--- src/rtl/clkdiv_pkg.sv ---
package clkdiv_pkg;
    typedef enum logic [1:0] {
        PH_OFF  = 2'd0,
        PH_HIGH = 2'd1,
        PH_LOW  = 2'd2
    } phase_e;
endpackage

--- src/rtl/clkdiv_ctrl_regs.sv ---
module clkdiv_ctrl_regs #(
    parameter logic [7:0] GATE_ADDR  = 8'hD8,
    parameter int         GATE_BIT   = 6,
    parameter logic [7:0] RATIO_ADDR = 8'hB1,
    parameter int         RATIO_BIT  = 7
) (
    input  logic       clk,
    input  logic       rst_n,
    input  logic       we,
    input  logic [7:0] addr,
    input  logic [7:0] wdata,
    output logic [7:0] rdata,
    output logic       gate_en,
    output logic       ratio_sel
);
    logic gate_q;
    logic ratio_q;
    logic unused_wbits;

    // only the two control bit positions are meaningful
    assign unused_wbits = ^{wdata[5:0]};

    always_ff @(posedge clk or negedge rst_n) begin
        if (!rst_n) begin
            gate_q  <= 1'b0;
            ratio_q <= 1'b1;
        end else if (we) begin
            if (addr == GATE_ADDR)  gate_q  <= wdata[GATE_BIT];
            if (addr == RATIO_ADDR) ratio_q <= wdata[RATIO_BIT];
        end
    end

    always_comb begin
        rdata = '0;
        if (addr == GATE_ADDR)       rdata[GATE_BIT]  = gate_q;
        else if (addr == RATIO_ADDR) rdata[RATIO_BIT] = ratio_q;
    end

    assign gate_en   = gate_q;
    assign ratio_sel = ratio_q;
endmodule

--- src/rtl/clkdiv_ratio.sv ---
module clkdiv_ratio #(
    parameter int DIV_FAST    = 6,
    parameter int DIV_NORMAL  = 12,
    parameter int SLOW_FACTOR = 8,
    parameter int HALF_W      = 6
) (
    input  logic              ratio_sel,
    input  logic              slow_mode,
    output logic [HALF_W-1:0] half_len
);
    localparam logic [HALF_W-1:0] H_FAST      = HALF_W'(DIV_FAST / 2);
    localparam logic [HALF_W-1:0] H_NORMAL    = HALF_W'(DIV_NORMAL / 2);
    localparam logic [HALF_W-1:0] H_FAST_SLW  = HALF_W'(DIV_FAST * SLOW_FACTOR / 2);
    localparam logic [HALF_W-1:0] H_NORM_SLW  = HALF_W'(DIV_NORMAL * SLOW_FACTOR / 2);

    always_comb begin
        unique case ({slow_mode, ratio_sel})
            2'b00:   half_len = H_FAST;
            2'b01:   half_len = H_NORMAL;
            2'b10:   half_len = H_FAST_SLW;
            default: half_len = H_NORM_SLW;
        endcase
    end
endmodule

--- src/rtl/clkdiv_phase_fsm.sv ---
module clkdiv_phase_fsm
    import clkdiv_pkg::*;
#(
    parameter int HALF_W = 6
) (
    input  logic              clk,
    input  logic              rst_n,
    input  logic              run,
    input  logic [HALF_W-1:0] next_half,
    output logic              phase_high,
    output logic [HALF_W-1:0] half_q,
    output phase_e            state
);
    phase_e            state_q, state_d;
    logic [HALF_W-1:0] cnt_q;
    logic              last;
    logic              load;

    assign last = (cnt_q == half_q - 1'b1);
    assign load = run && ((state_q == PH_OFF) || (state_q == PH_LOW && last));

    // next-state selection
    always_comb begin
        state_d = state_q;
        unique case (state_q)
            PH_OFF:  if (run) state_d = PH_HIGH;                 // start
            PH_HIGH: if (!run) state_d = PH_OFF;                 // stop
                     else if (last) state_d = PH_LOW;            // fall
            PH_LOW:  if (!run) state_d = PH_OFF;                 // stop
                     else if (last) state_d = PH_HIGH;           // wrap
            default: state_d = PH_OFF;
        endcase
    end

    // state register, phase counter and half-period hold
    always_ff @(posedge clk or negedge rst_n) begin
        if (!rst_n) begin
            state_q <= PH_OFF;
            cnt_q   <= '0;
            half_q  <= '0;
        end else begin
            state_q <= state_d;
            if (state_d != state_q || state_q == PH_OFF) cnt_q <= '0;
            else                                         cnt_q <= cnt_q + 1'b1;
            if (load) half_q <= next_half;
        end
    end

    // outputs
    always_comb begin
        phase_high = (state_q == PH_HIGH);
        state      = state_q;
    end
endmodule

--- src/rtl/clkout_divider.sv ---
module clkout_divider
    import clkdiv_pkg::*;
#(
    parameter logic [7:0] GATE_ADDR   = 8'hD8,
    parameter int         GATE_BIT    = 6,
    parameter logic [7:0] RATIO_ADDR  = 8'hB1,
    parameter int         RATIO_BIT   = 7,
    parameter int         DIV_FAST    = 6,
    parameter int         DIV_NORMAL  = 12,
    parameter int         SLOW_FACTOR = 8
) (
    input  logic       clk,
    input  logic       rst_n,
    input  logic       reg_we,
    input  logic [7:0] reg_addr,
    input  logic [7:0] reg_wdata,
    output logic [7:0] reg_rdata,
    input  logic       port_latch,
    input  logic       slow_mode,
    output logic       pin_out
);
    localparam int MAX_HALF = DIV_NORMAL * SLOW_FACTOR / 2;
    localparam int HALF_W   = $clog2(MAX_HALF + 1);

    logic              ctl_en;
    logic              ctl_sel;
    logic [HALF_W-1:0] next_half;
    logic [HALF_W-1:0] half_q;
    logic              ph_high;
    phase_e            fsm_state;

    clkdiv_ctrl_regs #(
        .GATE_ADDR (GATE_ADDR),
        .GATE_BIT  (GATE_BIT),
        .RATIO_ADDR(RATIO_ADDR),
        .RATIO_BIT (RATIO_BIT)
    ) i_regs (
        .clk      (clk),
        .rst_n    (rst_n),
        .we       (reg_we),
        .addr     (reg_addr),
        .wdata    (reg_wdata),
        .rdata    (reg_rdata),
        .gate_en  (ctl_en),
        .ratio_sel(ctl_sel)
    );

    clkdiv_ratio #(
        .DIV_FAST   (DIV_FAST),
        .DIV_NORMAL (DIV_NORMAL),
        .SLOW_FACTOR(SLOW_FACTOR),
        .HALF_W     (HALF_W)
    ) i_ratio (
        .ratio_sel(ctl_sel),
        .slow_mode(slow_mode),
        .half_len (next_half)
    );

    clkdiv_phase_fsm #(
        .HALF_W(HALF_W)
    ) i_fsm (
        .clk       (clk),
        .rst_n     (rst_n),
        .run       (ctl_en),
        .next_half (next_half),
        .phase_high(ph_high),
        .half_q    (half_q),
        .state     (fsm_state)
    );

    assign pin_out = ctl_en ? (ph_high & port_latch) : port_latch;
endmodule

--- config.mk ---
export PLATFORM = sky130hd
export DESIGN_NAME = clkout_divider
export DESIGN_NICKNAME = d
export VERILOG_FILES = /design/src/rtl/clkdiv_pkg.sv /design/src/rtl/clkdiv_ctrl_regs.sv /design/src/rtl/clkdiv_ratio.sv /design/src/rtl/clkdiv_phase_fsm.sv /design/src/rtl/clkout_divider.sv
export SDC_FILE = /design/constraint.sdc
export NUM_CORES = 1
export LEC_CHECK = 0
export CORE_UTILIZATION = 40
export DETAILED_ROUTE_END_ITERATION = 7
export DONT_BUFFER_PORTS = 1
export HOLD_SLACK_MARGIN = 0.15
export PLACE_DENSITY_LB_ADDON = 0.25
export SETUP_SLACK_MARGIN = 0.4
export SLEW_MARGIN = 20
export SYNTH_ARGS = -nofsm -noshare
export SYNTH_HDL_FRONTEND = slang
export SYNTH_SLANG_ARGS = --single-unit
--- constraint.sdc ---
create_clock -name clk -period 2.5 [get_ports clk]
set_clock_uncertainty 0.2 [all_clocks]
set_input_delay 0.25 -clock clk [delete_from_list [all_inputs] [get_ports clk]]
set_output_delay 0.25 -clock clk [all_outputs]
set_load 0.02 [all_outputs]
==> impl_summary.log <==
[metrics] largest fanout on the critical path: 5
[metrics] commonest cells after routing, fill and taps aside: sky130_fd_sc_hd__dfrtp_1 (15), sky130_fd_sc_hd__nor2_1 (13)
[metrics] count of buffers inserted at the top-level ports: 0
[metrics] sort of element at the end of the critical path: flip-flop
[metrics] Reg clk slew, reported paths: 0.10 ns
[metrics] clock buffers created by TritonCTS: 3
[metrics] CP Data Required Time: 2.50 ns
[metrics] highest achievable clock rate: 0.452 GHz
[metrics] CP peak stage delay: 0.41 ns
[metrics] via count of the first global-routing pass: 792
[metrics] Yosys warning count: 0
[metrics] share of Yosys cell area claimed by the top area cell type: 35.7%
[metrics] number of remaining DRC errors: 0
[metrics] Clock power frac: 13.1%
[metrics] sum of met2 wire segment lengths after detailed routing: 1190 µm
[metrics] number of ports placed on the die boundary: 30
[metrics] data arrival time of the critical path: 2.21 ns
[metrics] ratio of total power to cell area: 855 nW/µm²
[metrics] highest-delay cell along the critical path: sky130_fd_sc_hd__dfrtp_1
[metrics] worst slew pin tran: 0.744 ns
[metrics] Static Leak: 0.531 nW
[metrics] final weighted congestion in routability-driven placement: 0.738
[metrics] fraction of the mapped netlist area in adder cells: 2.38%
[metrics] clock period minus final worst setup slack: 2.21 ns
[metrics] cell count after synthesis: 111
[metrics] Worst Setup Start Kind: flip-flop
[metrics] Sequential Power Share: 33.5%
[metrics] most common library cell in the layout ignoring fill and taps: sky130_fd_sc_hd__dfrtp_1
[metrics] critical setup path kind: flip-flop to flip-flop
[metrics] global-route wire length before repair: 3620 µm
[metrics] met3 wire len: 76 µm
[metrics] number of antenna repair diodes: 0
[metrics] total power consumption of the routed design: 1.13 mW
[metrics] sequence of cells on the critical path: inv_2, ha_4, or3b_4, a211oi_4, o211a_4, a21oi_4, o41ai_2
[metrics] Die Ht: 53.3 µm
[metrics] post-place instance area: 1060 µm²
[metrics] Final Cycle Share: 88.5%
[metrics] per-instance average area after synthesis: 9.48 µm²
[metrics] largest family of logic cells by synthesized area: simple AND/OR/NAND/NOR gates
[metrics] net switching power figure: 472 µW
[metrics] hold violation count in the final report: 0
[metrics] Final nets: 150
[metrics] fraction of synthesis flops using an asynchronous set or reset pin: 100%
[metrics] vias per cell: 5.58
[metrics] Initial Util: 42.5%
[metrics] Max H-tree Level: 1
[metrics] remaining number of nets flagged by the antenna check after routing: 0
[metrics] wire per inst: 15.4 µm
[metrics] worst skew pair latency: 0.29 ns
[metrics] post-placement cell count: 139
[metrics] post-synthesis share of cell area spent on and, or, nand and nor gates: 21.9%
[metrics] Compound-Gate Fraction of Synth Area: 20.0%
[metrics] worst-case headroom to the max-slew limit: 50.3%
[metrics] share of synthesized area spent on multiplexers: 2.14%
[metrics] ratio of cells with drive above 1 in the final layout: 30.2%
[metrics] count of clock tree sinks: 16
[metrics] portion of the post-synthesis area used by sequential elements: 38.2%
[metrics] most area-consuming cells after synthesis: sky130_fd_sc_hd__dfrtp_1 (36%), sky130_fd_sc_hd__xnor2_1 (5.8%), sky130_fd_sc_hd__nor2_1 (4.6%)
[metrics] number of pins exceeding their max-slew limit in the final report: 0
[metrics] highest layer used for signal routing: met3
[metrics] post-synthesis xor/xnor area fraction: 8.32%
[metrics] synthesized area: 1050 µm²
[metrics] iteration-0 DRC count of the detailed router: 27
[metrics] relative area change from synthesis to final layout: 26.0%
[metrics] switching power as a share of total power: 41.7%
[metrics] worst ir drop on vdd: 0.552 mV
[metrics] number of maximum-capacitance violations: 0
[metrics] count of endpoints failing setup in the final report: 0
[metrics] CTS Buffer Depth: 2
[metrics] initial antenna violation count: 0
[metrics] pin count of the biggest net entering global routing: 17
[metrics] Horiz. Die Dim: 53.3 µm
[metrics] cell accounting for the most synthesized area: sky130_fd_sc_hd__dfrtp_1
[metrics] total length of routed wires: 2400 µm
[metrics] worst min path class: primary input to async pin
[metrics] Int Power: 661 µW
[metrics] RSZ-0062 raised after global routing: yes
[metrics] total non-filler cell area in the finished layout: 1330 µm²
[metrics] Sum Neg Setup Slack: 0 ns
[metrics] std cell rows: 18
[metrics] Synth cell types: 41
[metrics] number of synthesized register bits: 16
[metrics] area of the die: 2840 µm²
[metrics] total congestion overflow: 0
[metrics] via total after detailed routing: 870
[metrics] Top FF cell, synth: sky130_fd_sc_hd__dfrtp_1
[metrics] post-detail-place hpwl: 1620 µm
[metrics] result of the run: completed
[metrics] met1 WL: 1140 µm
[metrics] number of synthesized flops with an enable pin: 0
[metrics] non-filler instance count after layout: 156
[metrics] all-layer global routing usage: 17.6%
[metrics] Clock Root Buffer: sky130_fd_sc_hd__clkbuf_4
[metrics] Comb pwr share: 53.4%
[metrics] fill count: 219
[metrics] CTS tree: built
[metrics] core region area: 2480 µm²
[metrics] drt first pass iters: 4
==> synthesized netlist by cell type, types with 2 or more instances <==
master / number
sky130_fd_sc_hd__ha_1: 2
sky130_fd_sc_hd__dfrtp_1: 15
sky130_fd_sc_hd__inv_1: 6
sky130_fd_sc_hd__and3b_2: 2
sky130_fd_sc_hd__nor3_1: 4
sky130_fd_sc_hd__a21boi_0: 2
sky130_fd_sc_hd__xnor2_1: 7
sky130_fd_sc_hd__nand2_1: 7
sky130_fd_sc_hd__nand4bb_1: 2
sky130_fd_sc_hd__nand2b_1: 2
sky130_fd_sc_hd__o31a_1: 2
sky130_fd_sc_hd__buf_4: 6
sky130_fd_sc_hd__nor2_1: 13
sky130_fd_sc_hd__o41ai_1: 4
sky130_fd_sc_hd__o21ai_0: 6
sky130_fd_sc_hd__mux2_2: 2
sky130_fd_sc_hd__xor2_1: 3
sky130_fd_sc_hd__nand3_1: 3
==> critical path, delay by kind of cell, from the launching register on <==
kind / cells / cell delay [ns]
buf+inv: 1 / 0.08
fa+ha+maj: 1 / 0.12
flops: 1 / 0.41
compound gates: 4 / 0.92
simple gates: 1 / 0.38
==> power groups by stage <==
stage	Combinational, mW	Sequential [mW]	Clock (mW)
after global placement	0.342	0.378	0
after detailed placement	0.356	0.381	0
after global routing	0.646	0.386	0.165
final	0.606	0.380	0.148
after floorplan	0.311	0.358	0
after CTS	0.562	0.378	0.151
==> per-stage QoR <==
step           utilization [%]  hold WS [ns]  setup slack, ns
2_1_floorplan                -        -0.246            0.412
3_3_place_gp              42.8        -0.245            0.219
3_5_place_dp              42.8        -0.245            0.148
4_1_cts                   51.7         0.282            0.278
5_1_grt                   53.5         0.311            0.237
6_report                  53.5         0.254            0.287
==> worst paths after layout <==
kind                                                   from                           to  slack (ns)  depth (start not counted)
worst max-delay path            i_fsm.half_q[0]$_DFFE_PN0P_  i_fsm.half_q[5]$_DFFE_PN0P_        0.29                          7
min in group clk                   i_fsm.cnt_q[0]$_DFF_PN0_     i_fsm.cnt_q[0]$_DFF_PN0_        0.34                          1
worst max register to register  i_fsm.half_q[0]$_DFFE_PN0P_  i_fsm.half_q[5]$_DFFE_PN0P_        0.29                          7
worst min register to register     i_fsm.cnt_q[0]$_DFF_PN0_     i_fsm.cnt_q[0]$_DFF_PN0_        0.34                          1
worst min-delay path                                  rst_n  i_fsm.half_q[0]$_DFFE_PN0P_        0.25                          1
max in group asynchronous                             rst_n   i_regs.gate_en$_DFFE_PN0P_        1.38                          1
==> state kept, by name, indices dropped and copies added, names as in the netlist <==
signal,cells
i_fsm.cnt_q,6
i_fsm.half_q,6
i_fsm.state,2
i_regs.gate_en,1
i_regs.ratio_sel,1
==> kinds of logic (layout without fill, tap and decap cells) <==
logic type	after synthesis	count (layout)
AND/OR/NAND/NOR	41	41
AO/OA/AOI/OAI	26	26
flip-flops	16	16
buffers and inverters	13	23
XOR/XNOR	10	10
adder cells (fa/ha/maj)	2	2
multiplexers	2	2
other	1	6
==> routing by layer <==
metal / global-route usage [%] / vias up
met5: 0 / -
met4: 3.51 / 0
met3: 5.17 / 0
met2: 27.3 / 24
met1: 24.0 / 433
li1: - / 413
==> cell type report <==
cell class | instances | area (µm²) | share of cell area, %
Inverter | 6 | 22.5 | 1.70
Multi-Input combinational cell | 87 | 718 | 54.2
Tap cell | 30 | 37.5 | 2.83
Timing Repair Buffer | 13 | 120 | 9.06
Clock buffer | 4 | 26.3 | 1.98
Sequential cell | 16 | 402 | 30.3
==> what timing repair did <==
action / CTS / global route
setup endpoints to repair: 14 / 15
hold buffers: 6 / 0
pin swaps: 10 / 4
setup buffers: 6 / 1
endpoints found under the hold margin: 24 / 0
gates resized for setup: 18 / 9
(Power assumes the default switching activity.)
